## config.mk

```make
export PLATFORM = sky130hd
export DESIGN_NAME = fp_cc_gen
export DESIGN_NICKNAME = d
export VERILOG_FILES = /design/src/rtl/fp_cc_gen.sv
export SDC_FILE = /design/constraint.sdc
export NUM_CORES = 1
export LEC_CHECK = 0
export BUFFER_PORTS_ARGS = -buffer_cell sky130_fd_sc_hd__buf_4
export CAP_MARGIN = 20
export CELL_PAD_IN_SITES_DETAIL_PLACEMENT = 1
export CELL_PAD_IN_SITES_GLOBAL_PLACEMENT = 1
export CORE_UTILIZATION = 31
export DETAILED_ROUTE_END_ITERATION = 7
export PLACE_DENSITY_LB_ADDON = 0.1
export SETUP_SLACK_MARGIN = 0.4
export SKIP_LAST_GASP = 1
export SYNTH_ARGS = -nofsm -noshare
export SYNTH_HDL_FRONTEND = slang
export SYNTH_SLANG_ARGS = --single-unit
```

## constraint.sdc

```tcl
create_clock -name vclk -period 2.9
set_input_delay 0.145 -clock vclk [all_inputs]
set_output_delay 0.145 -clock vclk [all_outputs]
set_load 0.02 [all_outputs]
```

## src/rtl/fp_cc_gen.sv

```systemverilog
module fp_cc_gen (
  input  logic        test_mode,
  input  logic        dbl_sel,
  input  logic [63:0] opa,
  input  logic [63:0] opb,
  output logic [1:0]  cc,
  output logic        invalid
);

  localparam int DW   = 64;
  localparam int SW   = 32;
  localparam int DEXP = 11;
  localparam int SEXP = 8;
  localparam int DFR  = DW - 1 - DEXP;
  localparam int SFR  = SW - 1 - SEXP;

  typedef struct packed {
    logic            sign;
    logic            nan;
    logic            snan;
    logic            zero;
    logic [DW-2:0]   mag;
  } fcls_t;

  function automatic fcls_t classify(input logic [DW-1:0] v, input logic dbl);
    fcls_t r;
    logic  e_ones, f_nz, f_msb;
    if (dbl) begin
      r.sign = v[DW-1];
      e_ones = &v[DW-2:DFR];
      f_nz   = |v[DFR-1:0];
      f_msb  = v[DFR-1];
      r.mag  = v[DW-2:0];
    end else begin
      r.sign = v[SW-1];
      e_ones = &v[SW-2:SFR];
      f_nz   = |v[SFR-1:0];
      f_msb  = v[SFR-1];
      r.mag  = {{(DW-SW){1'b0}}, v[SW-2:0]};
    end
    r.nan  = e_ones & f_nz;
    r.snan = r.nan & ~f_msb;
    r.zero = ~|r.mag;
    return r;
  endfunction

  fcls_t ca, cb;
  assign ca = classify(opa, dbl_sel);
  assign cb = classify(opb, dbl_sel);

  logic unord, both_zero, eq, lt;
  assign unord     = ca.nan | cb.nan;
  assign both_zero = ca.zero & cb.zero;
  assign eq        = both_zero | (ca.sign == cb.sign && ca.mag == cb.mag);

  always_comb begin
    if (ca.sign != cb.sign) lt = ca.sign;
    else if (!ca.sign)      lt = ca.mag < cb.mag;
    else                    lt = ca.mag > cb.mag;
  end

  always_comb begin
    if (test_mode) begin
      if (ca.nan)       cc = 2'd3;
      else if (ca.zero) cc = 2'd0;
      else if (ca.sign) cc = 2'd1;
      else              cc = 2'd2;
    end else begin
      if (unord)        cc = 2'd3;
      else if (eq)      cc = 2'd0;
      else if (lt)      cc = 2'd1;
      else              cc = 2'd2;
    end
  end

  assign invalid = ~test_mode & (ca.snan | cb.snan);

endmodule

```

==> results of run 1 <==
-- where the power goes --
part / internal [mW] / switching, mW
clock network: 0 / 0
registers: 0 / 0
logic: 0.320 / 0.291
-- worst max-delay path: stages --
cell       delay (ns)
clkbuf_16        0.14
and2_1           0.17
ha_4             0.26
nand4_1          0.15
nor3_2           0.08
a21o_1           0.17
o41a_1           0.47
nor3_1           0.30
o21ai_1          0.17
nand4_1          0.24
o2bb2ai_4        0.15
buf_6            0.13
-- final timing paths --
| check | cells after the start | from | endpoint |
|---|---|---|---|
| hold / removal | 3 | test_mode | invalid |
| setup / recovery | 12 | dbl_sel | cc[1] |
-- area by class of cell --
| class | count | area, um2 | share of cell area [%] |
|---|---|---|---|
| inverters | 33 | 131.4 | 3.157 |
| multi-input cells | 321 | 2651 | 63.71 |
| well taps | 99 | 123.9 | 2.977 |
| repair buffers | 146 | 1255 | 30.16 |
-- placed cells by master (no fill, tap or decap), types with 3 or more instances in the layout --
master     Yosys  layout
nor4_2         0       3
buf_6          0       9
a21oi_2        0       3
nand2_1       46      43
nor3_1        12      10
and2_4         0       9
buf_4          0     129
ha_4           0      22
o21ai_0       12      10
a21oi_1       26      23
and2_1        32      23
inv_4          0       3
ha_1          63      41
inv_1         33      29
nor2_1        19      18
a21o_1         5       5
nand4_1       23      23
nand3_1       14      14
nor4_1        27      24
a211oi_1       7       5
or3_1          4       3
clkbuf_16      0       4
nand2_2        0       3
-- routing by layer --
metal	share of wire, %	track usage (%)
met3	5.7	0.6734
met2	50	42.18
met1	43	31.87
met5	0.12	0
met4	1.8	1.882
-- through the flow --
step	cell area (um2)	hold WS, ns	cells	util (%)
2_1_floorplan	2496	0.3698	362	-
3_3_place_gp	3543	0.5687	588	47.83
3_5_place_dp	3543	0.5671	588	47.83
4_1_cts	3676	0.5689	593	49.62
5_1_grt	4161	0.5819	599	56.17
6_report	4161	0.5686	599	56.17
-- timing repair --
item / 4_1_cts / 5_1_grt
gates cloned: 1 / 4
setup buffers: 4 / 2
endpoints found under the setup margin: 2 / 2
pin swaps: 11 / 50
gates resized for setup: 14 / 59
-- kinds of logic (layout without fill, tap and decap cells) --
kind of cell | Yosys count | after routing | synth area share (%)
AO/OA/AOI/OAI | 68 | 68 | 17.86
XOR/XNOR | 2 | 2 | 0.7248
adder cells (fa/ha/maj) | 63 | 63 | 32.61
buffers and inverters | 41 | 179 | 7.195
multiplexers | 2 | 2 | 0.8282
AND/OR/NAND/NOR | 186 | 186 | 40.79
==> run_results.csv, run 1 <==
group,metric,value,unit
outcome,status,"finished, final reports clean",
placement,dp_slack,-0.1410,ns
synth,netlist.area_leader.share,32.61,%
synth,synth_seq_area_share,0,%
worst_setup_path,worstPathArrival,2.59,ns
timing,period_share,94.17,%
timing,max_freq,366.2,MHz
floorplan,die_h,90.31,um
floorplan,die_x,90.31,um
floorplan,std_cell_rows,31,
routing,drc,0,
synth,synthCells,362,
worst_setup_path,worstPathMaxFanout,6,
job,max_cap_violations,0,
layout,seqCellArea,0,um2
synth,synthTopCellsByCount,"ha_1 (63), nand2_1 (46), inv_1 (33), and2_1 (32), nor4_1 (27)",
timing,slew_violations,0,
synth,ys_warn_count,0,
global_route,grt_pass1_wl,15700,um
timing,relSlewSlack,64.15,%
global_route,grt_pass1_vias,3320,
timing,setup_tns,0,ns
timing,worst_slew_pin_slew,0.5328,ns
timing,finalWorstSetupSlack,0.1692,ns
routing,first_iter_violations,141,
synth,avgSynthCellArea,6.678,um2
layout,drive_gt1_share,41.00,%
global_route,grt_max_degree,38,
routing,vias,3381,
worst_setup_path,cp-start-kind,"primary input",
timing,hold_violations,0,
placement,gp_congestion,0.8625,
global_route,track_usage,23.33,%
timing,grt_setup_unrepaired,"yes",
routing,wl_per_cell,19.18,um
routing,viasPerCell,5.644,
placement,dp_hpwl,8627,um
routing,firstDrtPassIters,4,
clock_tree,holdBufCountCts,0,
layout,nFlopsAndLatches,0,
synth,synth_nets,555,
power,p_total,0.6113,mW
routing,wirelength,11490,um
global_route,grt_remaining_overflow,0,
power,leakagePower,1.896,nW
hold_path,hp-class,"primary input to primary output",
layout,n_fill_cell,948,
worst_setup_path,required,2.76,ns
synth,synth.distinct_cells,41,
floorplan,start_util,32.63,%
layout,syn2layout_area_growth,72.15,%
layout,nClkBuffers,0,
timing,fin_crit,2.731,ns
floorplan,core_area,0.007408,mm2
floorplan,num_io_pins,133,
worst_setup_path,criticalPathCategory,"primary input to primary output",
floorplan,dieArea,0.008155,mm2
routing,ant_nets,0,
layout,layout.nets,695,
layout,diodes,0,
placement,portBuffers,133,
synth,synth_top_area_cell,"ha_1",
global_route,antenna_found_initial,1,
power,vdd_ir_drop_max,0.06257,mV
synth,synthTopCellsByArea,"ha_1 (33%), and2_1 (8.3%), nand2_1 (7.1%)",
worst_setup_path,cp-end-kind,"primary output",
power,powerDensity,146.9,mW/mm2
synth,syn_area,0.002417,mm2
synth,synth.most_common_cell,"ha_1",
timing,setup_viol,0,
Power figures use the tool's default switching activity.
==> run 2, diff against run 1 <==
Settings changed: ABC_AREA set to 1, CORE_UTILIZATION 31 to 32.
==> run 2 against run 1 <==
Net effect:
- the flow now finishes with violations (design-rule violations)
- area after synthesis rose by 22%
- first-iteration DRC count grew 2.1%
- utilization shrank 9.5 points
- hold slack got worse by 0.0041 ns
- critical path type unchanged
- largest cell class unchanged
==> run_results.csv, run 2 <==
group,metric,value,unit
routing,firstDrtPassIters,6,
floorplan,die_x,98.06,um
layout,nFlopsAndLatches,0,
synth,synth_top_area_cell,"ha_1",
hold_path,min_from,"test_mode",
global_route,grt_pass1_wl,19210,um
worst_setup_path,criticalPathCategory,"primary input to primary output",
clock_tree,cts_resized,0,
synth,synth.most_common_cell,"nand2_1",
global_route,grt_pass1_vias,4224,
layout,drive_gt1_share,21.46,%
routing,vias,4092,
power,leakagePower,2.522,nW
worst_setup_path,worstPathMaxFanout,15,
clock_tree,holdBufCountCts,0,
timing,setup_viol,0,
timing,grt_setup_unrepaired,"yes",
power,vdd_ir_drop_max,0.04893,mV
routing,wl_per_cell,15.08,um
worst_setup_path,worstPathArrival,2.18,ns
layout,seqCellArea,0,um2
synth,synthCells,556,
worst_setup_path,cp-end-kind,"primary output",
synth,synthTopCellsByCount,"nand2_1 (196), inv_1 (102), ha_1 (63), nor2_1 (60), nand4_1 (33)",
routing,ant_nets,0,
job,max_cap_violations,0,
synth,netlist.area_leader.share,26.69,%
hold_path,holdPathStages,3,
clock_tree,postCtsSetupBuffers,0,
timing,hold_violations,0,
synth,synth_seq_area_share,0,%
global_route,grt_max_degree,42,
placement,place_inst,791,
timing,setup_tns,0,ns
timing,relSlewSlack,59.03,%
synth,synth_nets,749,
hold_path,hold_end,"invalid",
layout,diodes,0,
global_route,antenna_found_initial,0,
timing,slew_violations,0,
synth,ys_warn_count,0,
floorplan,dieArea,0.009616,mm2
floorplan,core_area,0.008848,mm2
floorplan,start_util,33.37,%
synth,avgSynthCellArea,5.311,um2
routing,viasPerCell,5.160,
placement,portBuffers,133,
global_route,track_usage,23.96,%
layout,fin_cells,793,
routing,first_iter_violations,144,
outcome,status,"finished, violations left",
synth,syn_area,0.002953,mm2
placement,dp_hpwl,10790,um
timing,period_share,80.32,%
floorplan,num_io_pins,133,
timing,max_freq,429.3,MHz
synth,synthTopCellsByArea,"ha_1 (27%), nand2_1 (25%), inv_1 (13%)",
timing,fin_crit,2.329,ns
layout,nClkBuffers,0,
hold_path,hp-class,"primary input to primary output",
timing,hold_ws,0.5645,ns
worst_setup_path,required,2.76,ns
placement,gp_congestion,0.9237,
layout,layout_common_cells,"nand2_1 (196), buf_4 (132), inv_1 (102)",
routing,drc,7,
floorplan,die_h,98.06,um
synth,synth.distinct_cells,25,
outcome,violations,"design-rule violations",
worst_setup_path,cp-start-kind,"primary input",
layout,layout.nets,880,
layout,layout_commonest_cell,"nand2_1",
floorplan,std_cell_rows,34,
timing,worst_slew_pin_slew,0.6090,ns
layout,syn2layout_area_growth,39.92,%
power,powerDensity,142.2,mW/mm2
global_route,grt_remaining_overflow,0,
routing,wirelength,11960,um
## run 2: per-stage QoR
stage	instance area, um2	setup WS (ns)	power [mW]	utilization [%]
3_5_place_dp	4050	0.4719	0.5718	45.77
2_1_floorplan	2953	0.9041	0.2984	-
6_report	4131	0.5707	0.5876	46.69
4_1_cts	4050	0.4661	0.5751	45.77
3_3_place_gp	4050	0.5534	0.5530	45.77
5_1_grt	4131	0.3434	0.6602	46.69
## run 2: cell families (layout without fill, tap and decap cells)
| kind of cell | count (synthesis) | after routing | synth area share (%) |
|---|---|---|---|
| XOR/XNOR | 1 | 1 | 0.2967 |
| AO/OA/AOI/OAI | 33 | 33 | 7.288 |
| AND/OR/NAND/NOR | 348 | 348 | 50.47 |
| adder cells (fa/ha/maj) | 63 | 63 | 26.70 |
| buffers and inverters | 111 | 240 | 15.25 |
## run 2: layout make-up
cell class	instances	area, um2
fill	1313	4717
inverter	103	386.6
multi-input combinational	445	2514
tap	108	135.1
timing repair buffer	137	1096
## run 2: layer usage
layer / up-vias / share of wire [%] / wire (um) / track usage, %
met4: 0 / 0.85 / 102 / 1.515
met1: 1924 / 43 / 5106 / 29.44
li1: 2072 / - / - / -
met2: 89 / 53 / 6282 / 47.83
met3: 7 / 3.9 / 463 / 0.4295
met5: - / 0 / 0 / 0
## run 2: how the worst max path moves through the flow
stage,from,endpoint,slack [ns],depth (start not counted)
final,dbl_sel,cc[0],0.57,18
after floorplan,dbl_sel,cc[0],0.90,16
after CTS,dbl_sel,cc[0],0.47,17
after global routing,dbl_sel,cc[0],0.34,18
after detailed placement,dbl_sel,cc[0],0.47,15
after global placement,dbl_sel,cc[0],0.55,15
## run 2: power by group
| group | internal (mW) | total (mW) | leakage, nW | switching [mW] |
|---|---|---|---|---|
| logic | 0.266 | 0.588 | 2.52 | 0.322 |
| clock network | 0 | 0 | 0 | 0 |
| registers | 0 | 0 | 0 | 0 |
## run 2: critical path: stages
cell and delay [ns]:
buf_8 0.14, buf_12 0.15, nand2_1 0.06, inv_1 0.06, ha_1 0.29, nand2_1 0.08
inv_1 0.06, nand3_1 0.15, nor2_2 0.18, nand2_1 0.09, nor3_2 0.12, nand2_1 0.07
nand2_1 0.08, nand2_1 0.05, nand2_1 0.10, nand3_1 0.09, a21oi_2 0.13, buf_4 0.15
==> run 3, diff against run 2 <==
Settings changed: ABC_AREA 1 to 0, CORE_UTILIZATION 32 to 31.
Clock period 2.9 ns to 2.4 ns, I/O delays scaled along.
==> run 3 against run 2 <==
Net effect:
- the run ends with negative setup slack left
- combinational power increased by 54%
- die area decreased by 15%
- cell area grew 16%
- critical path depth is 7 lower
- sequential cell count did not move
- wire length rose by 17%
- hold slack lost 0.051 ns
- highest routed layer unchanged
- largest power group unchanged
- global-route usage increased by 8.1 points
- via count down 8.2%
- setup slack got worse by 0.62 ns
- sequential share of layout area did not move
- total power is 55% higher
==> run_results.csv, run 3 (same netlist as run 1, synthesis figures left out) <==
group,metric,value,unit
outcome,status,"finished, violations left",
outcome,violations,"negative setup slack",
global_route,grt_max_degree,19,
layout,layout_commonest_cell,"buf_4",
worst_setup_path,required,2.28,ns
timing,period_share,102.1,%
hold_path,hp-class,"primary input to primary output",
worst_setup_path,crit_top_cell,"nand4_1",
hold_path,holdPathStages,3,
placement,place_inst,625,
worst_setup_path,worstPathArrival,2.33,ns
job,max_cap_violations,0,
global_route,grt_remaining_overflow,0,
timing,setup_viol,2,
power,leakagePower,2.177,nW
floorplan,std_cell_rows,31,
layout,drive_gt1_share,54.21,%
placement,dp_hpwl,9049,um
layout,fin_cells,645,
timing,max_freq,408.1,MHz
global_route,antenna_found_initial,0,
power,powerDensity,189.5,mW/mm2
timing,fin_crit,2.451,ns
placement,portBuffers,133,
worst_setup_path,criticalPathCategory,"primary input to primary output",
power,seq_power_share,0,%
timing,slew_violations,0,
floorplan,num_io_pins,133,
timing,relSlewSlack,64.35,%
worst_setup_path,crit_buf_inv,3,
power,p_int,0.4900,mW
worst_setup_path,max_stage_delay,0.35,ns
worst_setup_path,crit_path_cell_trace,"buf_16 -> and2_4 -> ha_4 -> nand4_1 -> buf_4 -> nor4_4 -> nand3_2 -> or3_1 -> nand4_1 -> o2bb2ai_4 -> buf_6",
timing,setup_tns,-0.09865,ns
worst_setup_path,cp_num_cells,11,
power,clkPwrFrac,0,%
placement,dp_slack,-0.4631,ns
floorplan,dieArea,0.008155,mm2
floorplan,die_h,90.31,um
power,vdd_ir_drop_max,0.07384,mV
timing,hold_ws,0.5133,ns
layout,layout.nets,741,
layout,syn2layout_area_growth,98.19,%
routing,viasPerCell,5.825,
worst_setup_path,worstPathMaxFanout,8,
worst_setup_path,path_delay_family,"simple AND/OR/NAND/NOR gates",
layout,diodes,0,
timing,grt_setup_unrepaired,"yes",
layout,layout_common_cells,"buf_4 (171), nand2_1 (32), ha_4 (32)",
floorplan,start_util,32.63,%
power,p_total,0.9080,mW
timing,finalWorstSetupSlack,-0.05053,ns
power,p_switching,0.4181,mW
worst_setup_path,cpMaxStageDelayCell,"or3_1",
clock_tree,holdBufCountCts,0,
routing,firstDrtPassIters,4,
power,p_sw_share,46.04,%
layout,nClkBuffers,0,
global_route,grt_pass1_vias,4242,
worst_setup_path,cp-start-kind,"primary input",
global_route,grt_pass1_wl,21020,um
timing,worst_slew_pin_slew,0.5199,ns
floorplan,die_x,90.31,um
routing,wl_per_cell,21.67,um
placement,gp_congestion,0.8620,
routing,vias,3757,
layout,multi_input_area,0.002893,mm2
timing,hold_violations,0,
layout,nFlopsAndLatches,0,
layout,n_fill_cell,904,
layout,seqCellArea,0,um2
worst_setup_path,cp-end-kind,"primary output",
routing,wirelength,13980,um
routing,drc,0,
routing,ant_nets,0,
floorplan,core_area,0.007408,mm2
global_route,track_usage,32.02,%
power,p_comb_share,100.0,%
routing,first_iter_violations,104,
==> run 3: changes by cell type in the layout (fill, tap and decap cells not counted), moves of 10 or more <==
cell | previous run | this run
and2_4 | 0 | 23
buf_4 | 132 | 171
buf_6 | 0 | 13
ha_1 | 63 | 30
ha_4 | 0 | 32
inv_1 | 102 | 29
nand2_1 | 196 | 32
nand2_2 | 1 | 13
nand3_1 | 23 | 12
nand4_1 | 33 | 23
nor2_1 | 59 | 18
==> run 3: path summary, 6_finish.rpt <==
path | startpoint | to
worst max-delay path | dbl_sel | cc[1]
worst min-delay path | test_mode | invalid
==> run 3: metal layers <==
metal  wire length, um  part of all wire, %  track usage, %  vias to the layer above
met5                 0                    0               0                        -
met4               786                  5.6           16.94                        0
met3               857                  6.1           5.303                       64
met2              7112                   51           60.11                      180
met1              5223                   37           33.94                     1781
li1                  -                    -               -                     1732
==> run 3: layout make-up <==
cell class | instances | area share (%)
Inverter | 33 | 2.638
Tap cell | 99 | 2.586
Timing Repair Buffer | 192 | 34.40
Multi-Input combinational cell | 321 | 60.38
==> run 3: timing repair <==
action | in CTS | in global routing
gates resized for setup | 74 | 37
endpoints found under the setup margin | 3 | 3
pin swaps | 59 | 37
buffers inserted | 9 | 4
cloned | 6 | 1
==> run 3: metrics by stage <==
stage | utilization (%) | area, um2
after floorplan | - | 2636
final | 64.67 | 4791
after global routing | 64.67 | 4791
after CTS | 61.37 | 4547
after global placement | 53.17 | 3939
after detailed placement | 53.17 | 3939
==> run 3: worst min-delay path, stage by stage <==
cell and delay [ns]:
buf_4 0.09, nor2_1 0.04, buf_4 0.15
==> run 3: power by group through the flow <==
stage / Clock, mW / Combinational, mW / Sequential, mW
finish: 0 / 0.908 / 0
global route: 0 / 0.974 / 0
CTS: 0 / 0.802 / 0
detailed placement: 0 / 0.665 / 0
global placement: 0 / 0.637 / 0
floorplan: 0 / 0.313 / 0
